`src/rtl/sai_clk_pkg.sv`:
```
package sai_clk_pkg;

  localparam int WLSEL_W  = 3;
  localparam int BITIDX_W = 5;

  typedef enum logic {
    SRC_PIN      = 1'b0,
    SRC_INTERNAL = 1'b1
  } clk_src_e;

  // Decode of the word length selection into a bit count.
  function automatic logic [BITIDX_W-1:0] wl_bits(input logic [WLSEL_W-1:0] sel);
    case (sel)
      3'd0:    return 5'd8;
      3'd1:    return 5'd10;
      3'd2:    return 5'd12;
      3'd3:    return 5'd16;
      3'd4:    return 5'd18;
      3'd5:    return 5'd20;
      3'd6:    return 5'd22;
      default: return 5'd24;
    endcase
  endfunction

endpackage

```
`src/rtl/sai_edge_sync.sv`:
```
module sai_edge_sync #(
  parameter int STAGES = 2
) (
  input  logic clk,
  input  logic rst_n,
  input  logic clear,
  input  logic din,
  output logic level,
  output logic rise
);
  // STAGES synchroniser flops plus one history flop for edge detection
  logic [STAGES:0] sh;

  always_ff @(posedge clk or negedge rst_n) begin
    if (!rst_n)     sh <= '0;
    else if (clear) sh <= '0;
    else            sh <= {sh[STAGES-1:0], din};
  end

  assign level = sh[STAGES-1];
  assign rise  = sh[STAGES-1] & ~sh[STAGES];
endmodule

```
`src/rtl/sai_prescaler.sv`:
```
module sai_prescaler #(
  parameter int PM_W    = 8,
  parameter int PRE_DIV = 8
) (
  input  logic            clk,
  input  logic            rst_n,
  input  logic            run,
  input  logic            psr,
  input  logic [PM_W-1:0] pm,
  output logic            mod_tick,
  output logic            bclk,
  output logic            mclk
);
  localparam int PRE_W = (PRE_DIV > 2) ? $clog2(PRE_DIV) : 1;

  logic [PRE_W-1:0] pre_cnt;
  logic [PM_W-1:0]  mod_cnt;
  logic             pre_wrap, pre_tick, mod_wrap;

  assign pre_wrap = (pre_cnt == PRE_W'(PRE_DIV - 1));
  assign pre_tick = run & (psr ? pre_wrap : 1'b1);
  assign mod_wrap = (mod_cnt == pm);
  assign mod_tick = pre_tick & mod_wrap;

  always_ff @(posedge clk or negedge rst_n) begin
    if (!rst_n) begin
      pre_cnt <= '0;
      mod_cnt <= '0;
      bclk    <= 1'b0;
      mclk    <= 1'b0;
    end else if (!run) begin
      pre_cnt <= '0;
      mod_cnt <= '0;
      bclk    <= 1'b0;
      mclk    <= 1'b0;
    end else begin
      if (psr) pre_cnt <= pre_wrap ? '0 : pre_cnt + 1'b1;
      else     pre_cnt <= '0;
      if (pre_tick) begin
        mod_cnt <= mod_wrap ? '0 : mod_cnt + 1'b1;
        mclk    <= ~mclk;
      end
      if (mod_tick) bclk <= ~bclk;
    end
  end
endmodule

```
`src/rtl/sai_frame_counter.sv`:
```
module sai_frame_counter
  import sai_clk_pkg::*;
#(
  parameter int DC_W = 5
) (
  input  logic                clk,
  input  logic                rst_n,
  input  logic                run,
  input  logic                bit_tick,
  input  logic                ext_frame,
  input  logic                pin_rise,
  input  logic [WLSEL_W-1:0]  wl_sel,
  input  logic [DC_W-1:0]     dc_field,
  output logic                word_strobe,
  output logic                fs_int,
  output logic [BITIDX_W-1:0] bit_idx,
  output logic [BITIDX_W-1:0] wl_len,
  output logic [DC_W-1:0]     word_idx,
  output logic [DC_W-1:0]     dc_act
);
  logic               started, fs_pend;
  logic [WLSEL_W-1:0] wl_act;
  logic               last_bit, last_word, pin_frame;
  logic               begin_word, begin_frame;

  assign wl_len    = wl_bits(wl_act);
  assign last_bit  = (bit_idx == wl_len - 5'd1);
  assign last_word = (word_idx == dc_act);
  assign pin_frame = ext_frame & (fs_pend | pin_rise);

  always_comb begin
    begin_word  = 1'b0;
    begin_frame = 1'b0;
    if (bit_tick) begin
      if (ext_frame) begin
        if (pin_frame) begin
          begin_frame = 1'b1;
          begin_word  = 1'b1;
        end else if (started && last_bit) begin
          begin_word = 1'b1;
        end
      end else begin
        if (!started || (last_bit && last_word)) begin
          begin_frame = 1'b1;
          begin_word  = 1'b1;
        end else if (last_bit) begin
          begin_word = 1'b1;
        end
      end
    end
  end

  always_ff @(posedge clk or negedge rst_n) begin
    if (!rst_n) begin
      started     <= 1'b0;
      fs_pend     <= 1'b0;
      fs_int      <= 1'b0;
      word_strobe <= 1'b0;
      bit_idx     <= '0;
      word_idx    <= '0;
      wl_act      <= '0;
      dc_act      <= '0;
    end else if (!run) begin
      started     <= 1'b0;
      fs_pend     <= 1'b0;
      fs_int      <= 1'b0;
      word_strobe <= 1'b0;
      bit_idx     <= '0;
      word_idx    <= '0;
      wl_act      <= '0;
      dc_act      <= '0;
    end else begin
      word_strobe <= begin_word;
      fs_pend     <= ext_frame & (fs_pend | pin_rise) & ~bit_tick;
      if (bit_tick) begin
        if (begin_frame) begin
          started  <= 1'b1;
          bit_idx  <= '0;
          word_idx <= '0;
          wl_act   <= wl_sel;
          dc_act   <= dc_field;
          fs_int   <= 1'b1;
        end else begin
          fs_int <= 1'b0;
          if (started) begin
            if (last_bit) begin
              bit_idx  <= '0;
              word_idx <= last_word ? '0 : word_idx + 1'b1;
            end else begin
              bit_idx <= bit_idx + 1'b1;
            end
          end
        end
      end
    end
  end
endmodule

```
`src/rtl/sai_clock_chain.sv`:
```
module sai_clock_chain
  import sai_clk_pkg::*;
#(
  parameter int PM_W        = 8,
  parameter int DC_W        = 5,
  parameter int PRE_DIV     = 8,
  parameter int SYNC_STAGES = 2
) (
  input  logic            clk,
  input  logic            rst_n,
  input  logic            enable,
  input  logic            bclk_src,
  input  logic            fs_src,
  input  logic [2:0]      wl_sel,
  input  logic [DC_W-1:0] frame_words,
  input  logic            pre_range,
  input  logic [PM_W-1:0] pre_mod,
  input  logic            sysclk_en,
  input  logic            ext_bclk,
  input  logic            ext_fs,
  output logic            bclk_out,
  output logic            fs_out,
  output logic            word_strobe,
  output logic            mclk_out
);
  logic                internal_bclk, internal_fs;
  logic                pre_run, mod_tick, bclk_int, mclk_q;
  logic                bclk_lvl, bclk_rise, fs_lvl, fs_rise;
  logic                bit_tick, fs_int;
  logic [BITIDX_W-1:0] bit_idx, wl_len;
  logic [DC_W-1:0]     word_idx, dc_act;

  assign internal_bclk = (bclk_src == SRC_INTERNAL);
  assign internal_fs   = (fs_src == SRC_INTERNAL);
  assign pre_run       = enable & internal_bclk;

  sai_prescaler #(.PM_W(PM_W), .PRE_DIV(PRE_DIV)) u_pre (
    .clk(clk), .rst_n(rst_n), .run(pre_run), .psr(pre_range), .pm(pre_mod),
    .mod_tick(mod_tick), .bclk(bclk_int), .mclk(mclk_q)
  );

  sai_edge_sync #(.STAGES(SYNC_STAGES)) u_bclk_sync (
    .clk(clk), .rst_n(rst_n), .clear(~enable), .din(ext_bclk),
    .level(bclk_lvl), .rise(bclk_rise)
  );

  sai_edge_sync #(.STAGES(SYNC_STAGES)) u_fs_sync (
    .clk(clk), .rst_n(rst_n), .clear(~enable), .din(ext_fs),
    .level(fs_lvl), .rise(fs_rise)
  );

  // rising bit-clock event from the selected source
  assign bit_tick = internal_bclk ? (mod_tick & ~bclk_int) : bclk_rise;

  sai_frame_counter #(.DC_W(DC_W)) u_frame (
    .clk(clk), .rst_n(rst_n), .run(enable), .bit_tick(bit_tick),
    .ext_frame(~internal_fs), .pin_rise(fs_rise),
    .wl_sel(wl_sel), .dc_field(frame_words),
    .word_strobe(word_strobe), .fs_int(fs_int),
    .bit_idx(bit_idx), .wl_len(wl_len), .word_idx(word_idx), .dc_act(dc_act)
  );

  assign bclk_out = internal_bclk ? bclk_int : bclk_lvl;
  assign fs_out   = internal_fs ? fs_int : fs_lvl;
  assign mclk_out = mclk_q & sysclk_en;
endmodule

```
`config.mk`:
```
export PLATFORM = sky130hd
export DESIGN_NAME = sai_clock_chain
export DESIGN_NICKNAME = d
export VERILOG_FILES = /design/src/rtl/sai_clk_pkg.sv /design/src/rtl/sai_edge_sync.sv /design/src/rtl/sai_prescaler.sv /design/src/rtl/sai_frame_counter.sv /design/src/rtl/sai_clock_chain.sv
export SDC_FILE = /design/constraint.sdc
export NUM_CORES = 1
export LEC_CHECK = 0
export CAP_MARGIN = 20
export CORE_AREA = 2 2 57 80
export CTS_BUF_LIST = sky130_fd_sc_hd__clkbuf_4
export DETAILED_ROUTE_END_ITERATION = 10
export DIE_AREA = 0 0 59 82
export DONT_BUFFER_PORTS = 1
export HOLD_SLACK_MARGIN = 0.06
export PLACE_DENSITY = 0.68
export SYNTH_ARGS = -nofsm -noshare
export SYNTH_HDL_FRONTEND = slang
export SYNTH_SLANG_ARGS = --single-unit
```
`constraint.sdc`:
```
create_clock -name clk -period 5.7 [get_ports clk]
set_input_delay 0.855 -clock clk [delete_from_list [all_inputs] [get_ports clk]]
set_output_delay 0.855 -clock clk [all_outputs]
set_load 0.02 [all_outputs]
```
==> metrics.yaml, run 1 <==
synth_top_family_by_area: "simple AND/OR/NAND/NOR gates"
drv_cap: 0
antenna_left: 0
ys_seq_elements: 41
drt_iter0_markers: 54
synth.avg_cell_area_um2: 10.17
overflow: 0
setup_tns_ps: 0
synth_edf_count: 0
avgRoutedWirePerCell_um: 16.54
synth_nets: 243
crit_cells: 8
drc: 0
power_density_nw_per_um2: 208.9
reg2reg_depth: 8
async_flop_share_pct: 100.0
synth_ff_type: "dfrtp_1"
end_kind: "flop"
synthXorXnorAreaFrac_pct: 8.492
cts_sinks: 41
rsz0062_at_grt: "no"
reg2reg_slack_ps: 3290
portBuffers: 0
crit_family: "simple AND/OR/NAND/NOR gates"
ys_warn_count: 0
cts_setup_buffers: 0
r2r-start: "u_pre.pre_cnt[0]"
crit_type: "flop to flop"
critPathMaxFanout: 8
leakagePower_nw: 1.003
vias: 1589
worst_pin_slew_ps: 1070
avgViaCountPerCell: 6.112
synth_fa_ha_area_share_pct: 2.889
crit_path_end: "u_frame.word_idx[4]"
grtUsageTotal_pct: 19.80
nets: 244
core-area_um2: 4134
antenna_found_initial: 0
root_buffer: "clkbuf_4"
rr_endpoint: "u_frame.word_idx[4]"
place_congestion: 0.8327
fp-row-count: 28
critPathBufInv: 0
syn_area_um2: 2166
place_inst: 252
cp-startpoint: "u_pre.pre_cnt[0]"
holdWs_ps: 174.7
cts_max_level: 2
start_util_pct: 52.39
required_ps: 5960
finalSetupViolations: 0
finClkSkew_ps: 11.24
post_cts_resized: 0
die_area_um2: 4838
grt_pass1_wl_um: 7086
status: "finished clean"
slew_violations: 0
hold_viol: 0
first_global_vias: 1584
cp_slowest_cell: "or3_1"
syn_to_final_growth_pct: 3.697
n_antenna_cell: 0
fmax_mhz: 414.8
synth-simple-area-share_pct: 19.47
grt_max_degree: 42
holdCritPathClass: "input port to asynchronous set/reset pin"
die_x_um: 59
syn_inst: 213
cts_tree: "yes"
drt-total-wl_um: 4301
path_cells: "ha_1 -> ha_1 -> nor2b_1 -> or3_1 -> o311ai_2 -> and3_1 -> a31oi_1 -> a311oi_1"
finalCritPeriodShare_pct: 42.29
ys_types: 44
cts_hold_buf: 0
ir_drop_mv: 0.1438
firstDrtPassIters: 4
ios: 29
cp_data_arrival_time_ps: 2670
startpoint_type: "flop"
clk_latency_ps: 350
cts_max_path_buffers: 2
drive_gt1_share_pct: 7.442
seq_area_frac_synth_pct: 47.37
cts_made_buffers: 5
max_stage_delay_ps: 390
cts.reportedPaths.clkPinSlew_ps: 130
synth_compound_area_share_pct: 17.68
critPathMostFrequentCell: "ha_1"
muxShareOfSynthArea_pct: 1.964
maxSlewHeadroom_pct: 27.92
period_needed_ps: 2411
fp.dieH_um: 82
dpl.hpwl_um: 3231
final_cells: 260
[worst min-delay path by stage]
stage,end,slack [ps],cells after the start
after detailed placement,u_pre.pre_cnt[0],430,1
after CTS,u_pre.mod_cnt[3],160,0
after floorplan,u_pre.pre_cnt[0],410,1
after global routing,u_pre.mod_cnt[5],140,0
final,u_frame.wl_act[0],170,0
after global placement,u_pre.pre_cnt[0],420,1
[layout make-up]
| cell class | count | area, um2 |
|---|---|---|
| clock buffer | 5 | 37.54 |
| multi-input combinational | 162 | 1094 |
| clock inverter | 3 | 17.52 |
| inverter | 4 | 15.01 |
| tap | 45 | 56.30 |
| fill | 385 | 1888 |
| sequential | 41 | 1026 |
[synth_stat cells (2+ instances only)]
master / n / area, um2
and3_1: 5 / 31.28
nand2b_1: 5 / 31.28
nand2_1: 19 / 71.32
dfrtp_1: 41 / 1026
mux2i_1: 2 / 20.02
and2_1: 8 / 50.05
inv_1: 4 / 15.01
xor2_1: 9 / 78.83
o21ai_0: 15 / 75.07
a21oi_1: 7 / 35.03
nor2b_1: 4 / 25.02
nand4_1: 2 / 12.51
xnor2_1: 12 / 105.1
mux2_2: 2 / 22.52
o21a_1: 3 / 22.52
or3_1: 5 / 31.28
ha_1: 5 / 62.56
nor3_1: 4 / 20.02
nand3_1: 11 / 55.05
clkbuf_1: 4 / 15.01
nor2_1: 14 / 52.55
a31oi_1: 2 / 12.51
a211oi_1: 2 / 15.01
a22o_1: 8 / 70.07
[state kept, by name, summed over array words and instances, names as in the netlist, 3 cells and up]
name,count
u_pre.mod_cnt,8
u_frame.bit_idx,5
u_frame.dc_act,5
u_frame.word_idx,5
u_bclk_sync.sh,3
u_frame.wl_act,3
u_fs_sync.sh,3
u_pre.pre_cnt,3
[metrics by stage]
stage | total power [W] | cell area [um2] | util (%) | setup WS [ps]
floorplan | 0.0003289 | 2166 | - | 3241
global route | 0.0004937 | 2246 | 54.33 | 3088
finish | 0.0004691 | 2246 | 54.33 | 3289
global placement | 0.0003318 | 2191 | 53.00 | 3079
detailed placement | 0.0003335 | 2191 | 53.00 | 2914
CTS | 0.0004772 | 2246 | 54.33 | 3286
[cell families after synthesis]
group	after synthesis
mux	4
flops	41
fa+ha+maj	5
xor+xnor	21
simple gates	81
buf+inv	10
compound gates	51
[metal layers]
layer | track usage (%) | wire length (um)
met1 | 20.70 | 1672
met2 | 37.56 | 2415
met3 | 4.409 | 146
met4 | 7.500 | 66
met5 | 0 | 0
[cells in the final DEF, fill, tap and decap left out, drive strengths merged, types with 7 or more instances in the layout]
master and instances:
a21oi 7, a22o 8, and2 8, dfrtp 41, nand2 19, nand3 11, nor2 14, o21ai 16
xnor2 12, xor2 9
[power breakdown]
part	internal [W]	total [W]	switching [W]
clock network	0.0000465	0.000141	0.0000949
logic	0.0000117	0.0000290	0.0000172
registers	0.000295	0.000299	0.00000356
No activity file was read; power rests on OpenSTA's default activity.
==> inputs of run 2 (changes only) <==
==> constraint.sdc (replaced) <==
create_clock -name clk -period 2.45 [get_ports clk]
set_input_delay 0.3675 -clock clk [delete_from_list [all_inputs] [get_ports clk]]
set_output_delay 0.3675 -clock clk [all_outputs]
set_load 0.02 [all_outputs]
==> run 2 against run 1 <==
Net effect:
- hold slack got worse by 53 ps
- sequential share of layout area is 2.3 points lower
- combinational power grew to 3.2 times the previous value
- critical endpoint is now u_frame.dc_act[0]
- largest cell class unchanged
- largest power group unchanged
==> metrics.yaml, run 2 (synthesized netlist as in run 1, its figures left out) <==
n_antenna_cell: 0  # unchanged
final_cell_mix: "41 x dfrtp_1, 18 x nand2_1, 14 x nor2_1, 14 x o21ai_0, 12 x xnor2_1"
cts_max_path_buffers: 2  # unchanged
grt_max_degree: 42  # unchanged
reg2reg_slack_ps: 140  # -3150 ps
critPathMaxFanout: 9  # +1
nets: 250  # +2.5%
die_x_um: 59  # unchanged
antenna_found_initial: 0  # unchanged
finalCritPeriodShare_pct: 94.23  # +52 points
portBuffers: 0  # unchanged
hold-path-endpoint: "u_frame.dc_act[2]"
wl_met2_um: 2224  # -7.9%
drt-total-wl_um: 4225  # -1.8%
period_needed_ps: 2309  # -102.1 ps
drc: 0  # unchanged
required_ps: 2760  # -3200 ps
crit_type: "flop to flop"
dr_wl_met3_um: 229  # +57%
cts_max_level: 2  # unchanged
die_area_um2: 4838  # unchanged
finClkSkew_ps: 21.55  # +10.31 ps
syn_to_final_growth_pct: 9.243
cts.reportedPaths.clkPinSlew_ps: 140  # about the same
swShare_pct: 23.11  # -1.5 points
core-area_um2: 4134  # unchanged
leakagePower_nw: 1.065  # +6.1%
avgRoutedWirePerCell_um: 15.88  # -4.0%
startpoint_type: "flop"
fp.dieH_um: 82  # unchanged
nFillCells: 371  # -3.6%
min_from: "frame_words[2]"
rsz0062_at_grt: "no"
holdWs_ps: 122.2  # -52.55 ps
multi_input_area_um2: 1127  # +3.1%
power.share.clock_pct: 36.2  # +6.0 points
cp_slowest_cell: "dfrtp_1"
antenna_left: 0  # unchanged
rr_endpoint: "u_frame.dc_act[0]"
switchingPower_w: 0.0002850  # +150%
drt_iter0_markers: 38  # -30%
path_cells: "or3_1 -> a211oi_2 -> o22ai_1 -> o311a_4 -> nor3_4 -> a22o_1"
met1_length_um: 1689  # +1.0%
ios: 29  # unchanged
fp-row-count: 28  # unchanged
r2r-start: "u_frame.wl_act[0]"
finalSetupViolations: 0  # unchanged
status: "finished clean"
seqPwrFrac_pct: 56.3  # -7.4 points
power_density_nw_per_um2: 521.2  # +150%
fmax_mhz: 433.1  # +4.4%
power_frac_comb_pct: 7.5  # +1.3 points
final.setup.worst_slack_ps: 141.3  # -3148 ps
place_ws_ps: 13.35  # -2901 ps
start_util_pct: 52.39  # unchanged
drv_cap: 0  # unchanged
largest_reg_flops: 8  # unchanged
final_util_pct: 57.23  # +2.9 points
top_layer_used: "met4"
holdCritPathClass: "input port to flop"
clk_latency_ps: 360  # about the same
overflow: 0  # unchanged
ir_drop_mv: 0.2459  # +71%
first_global_vias: 1617  # +2.1%
dpl.hpwl_um: 3145  # -2.7%
place_inst: 255  # +1.2%
cp_data_arrival_time_ps: 2620  # -50 ps
final_cells: 266  # +2.3%
cts_tree: "yes"
maxSlewHeadroom_pct: 58.13  # +30 points
cts_setup_buffers: 0  # unchanged
cts_sinks: 41  # unchanged
slew_violations: 0  # unchanged
firstDrtPassIters: 4  # unchanged
setup_tns_ps: 0  # unchanged
grtUsageTotal_pct: 19.88  # +0.073 points
cts_made_buffers: 5  # unchanged
min_path_cells: 1
grt_pass1_wl_um: 7334  # +3.5%
layout_commonest_cell: "dfrtp_1"
vias: 1593  # +0.25%
place_congestion: 0.8148  # -2.1%
ff_latch_area_um2: 1026  # unchanged
max_stage_delay_ps: 450  # +60 ps
end_kind: "flop"
reg2reg_depth: 6  # -2
internal_power_w: 0.0009482  # +170%
avgViaCountPerCell: 5.989  # -2.0%
hold_viol: 0  # unchanged
worst_pin_slew_ps: 623.9  # -446.0 ps
drive_gt1_share_pct: 11.31  # +3.9 points
root_buffer: "clkbuf_4"
top_register: "u_pre.mod_cnt"
==> run 2: through the flow <==
step | power (W) | cell area (um2)
after detailed placement | 0.0007789 | 2213
after global placement | 0.0007754 | 2213
after global routing | 0.001282 | 2366
final | 0.001233 | 2366
after floorplan | 0.0007651 | 2166
after CTS | 0.001237 | 2322
==> run 2: cell type report <==
| class | count | share of cell area (%) |
|---|---|---|
| well taps | 45 | 2.380 |
| clock buffers | 6 | 1.904 |
| multi-input cells | 162 | 47.65 |
| flip-flops and latches | 41 | 43.36 |
| clock inverters | 2 | 1.428 |
| repair buffers | 6 | 2.644 |
| inverters | 4 | 0.6346 |
==> run 2: how the worst max path moves through the flow <==
stage	startpoint	endpoint	slack [ps]
6_report	u_frame.wl_act[0]	u_frame.dc_act[0]	140
2_1_floorplan	u_frame.wl_act[0]	u_frame.dc_act[0]	290
5_1_grt	u_frame.wl_act[1]	u_frame.dc_act[0]	30
3_3_place_gp	u_pre.pre_cnt[0]	u_frame.word_idx[4]	160
3_5_place_dp	u_pre.pre_cnt[0]	u_frame.word_idx[4]	10
4_1_cts	u_pre.pre_cnt[0]	u_frame.word_idx[3]	-5
==> run 2: timing repair <==
action	4_1_cts	5_1_grt
gates resized for setup	0	9
hold buffers	2	1
endpoints found under the hold margin	41	1
pin swaps	0	1
setup endpoints to repair	1	17
cloned	0	0
==> run 2: power groups by stage <==
stage	clock network, W	registers, W	logic [W]
3_5_place_dp	0	0.000708	0.0000705
6_report	0.000446	0.000695	0.0000924
2_1_floorplan	0	0.000706	0.0000593
3_3_place_gp	0	0.000707	0.0000680
5_1_grt	0.000481	0.000697	0.000105
4_1_cts	0.000452	0.000695	0.0000896
==> run 2: worst max-delay path, delay by kind of cell (launching register included) <==
family	cells	cell delay [ps]
flops	1	450
compound gates	4	1020
simple gates	2	790
==> run 2: per-layer routing <==
layer  track usage [%]  vias up
li1                  -      769
met1             22.31      781
met2             33.89       36
met3             5.827        7
met4             9.773        0
met5                 0        -
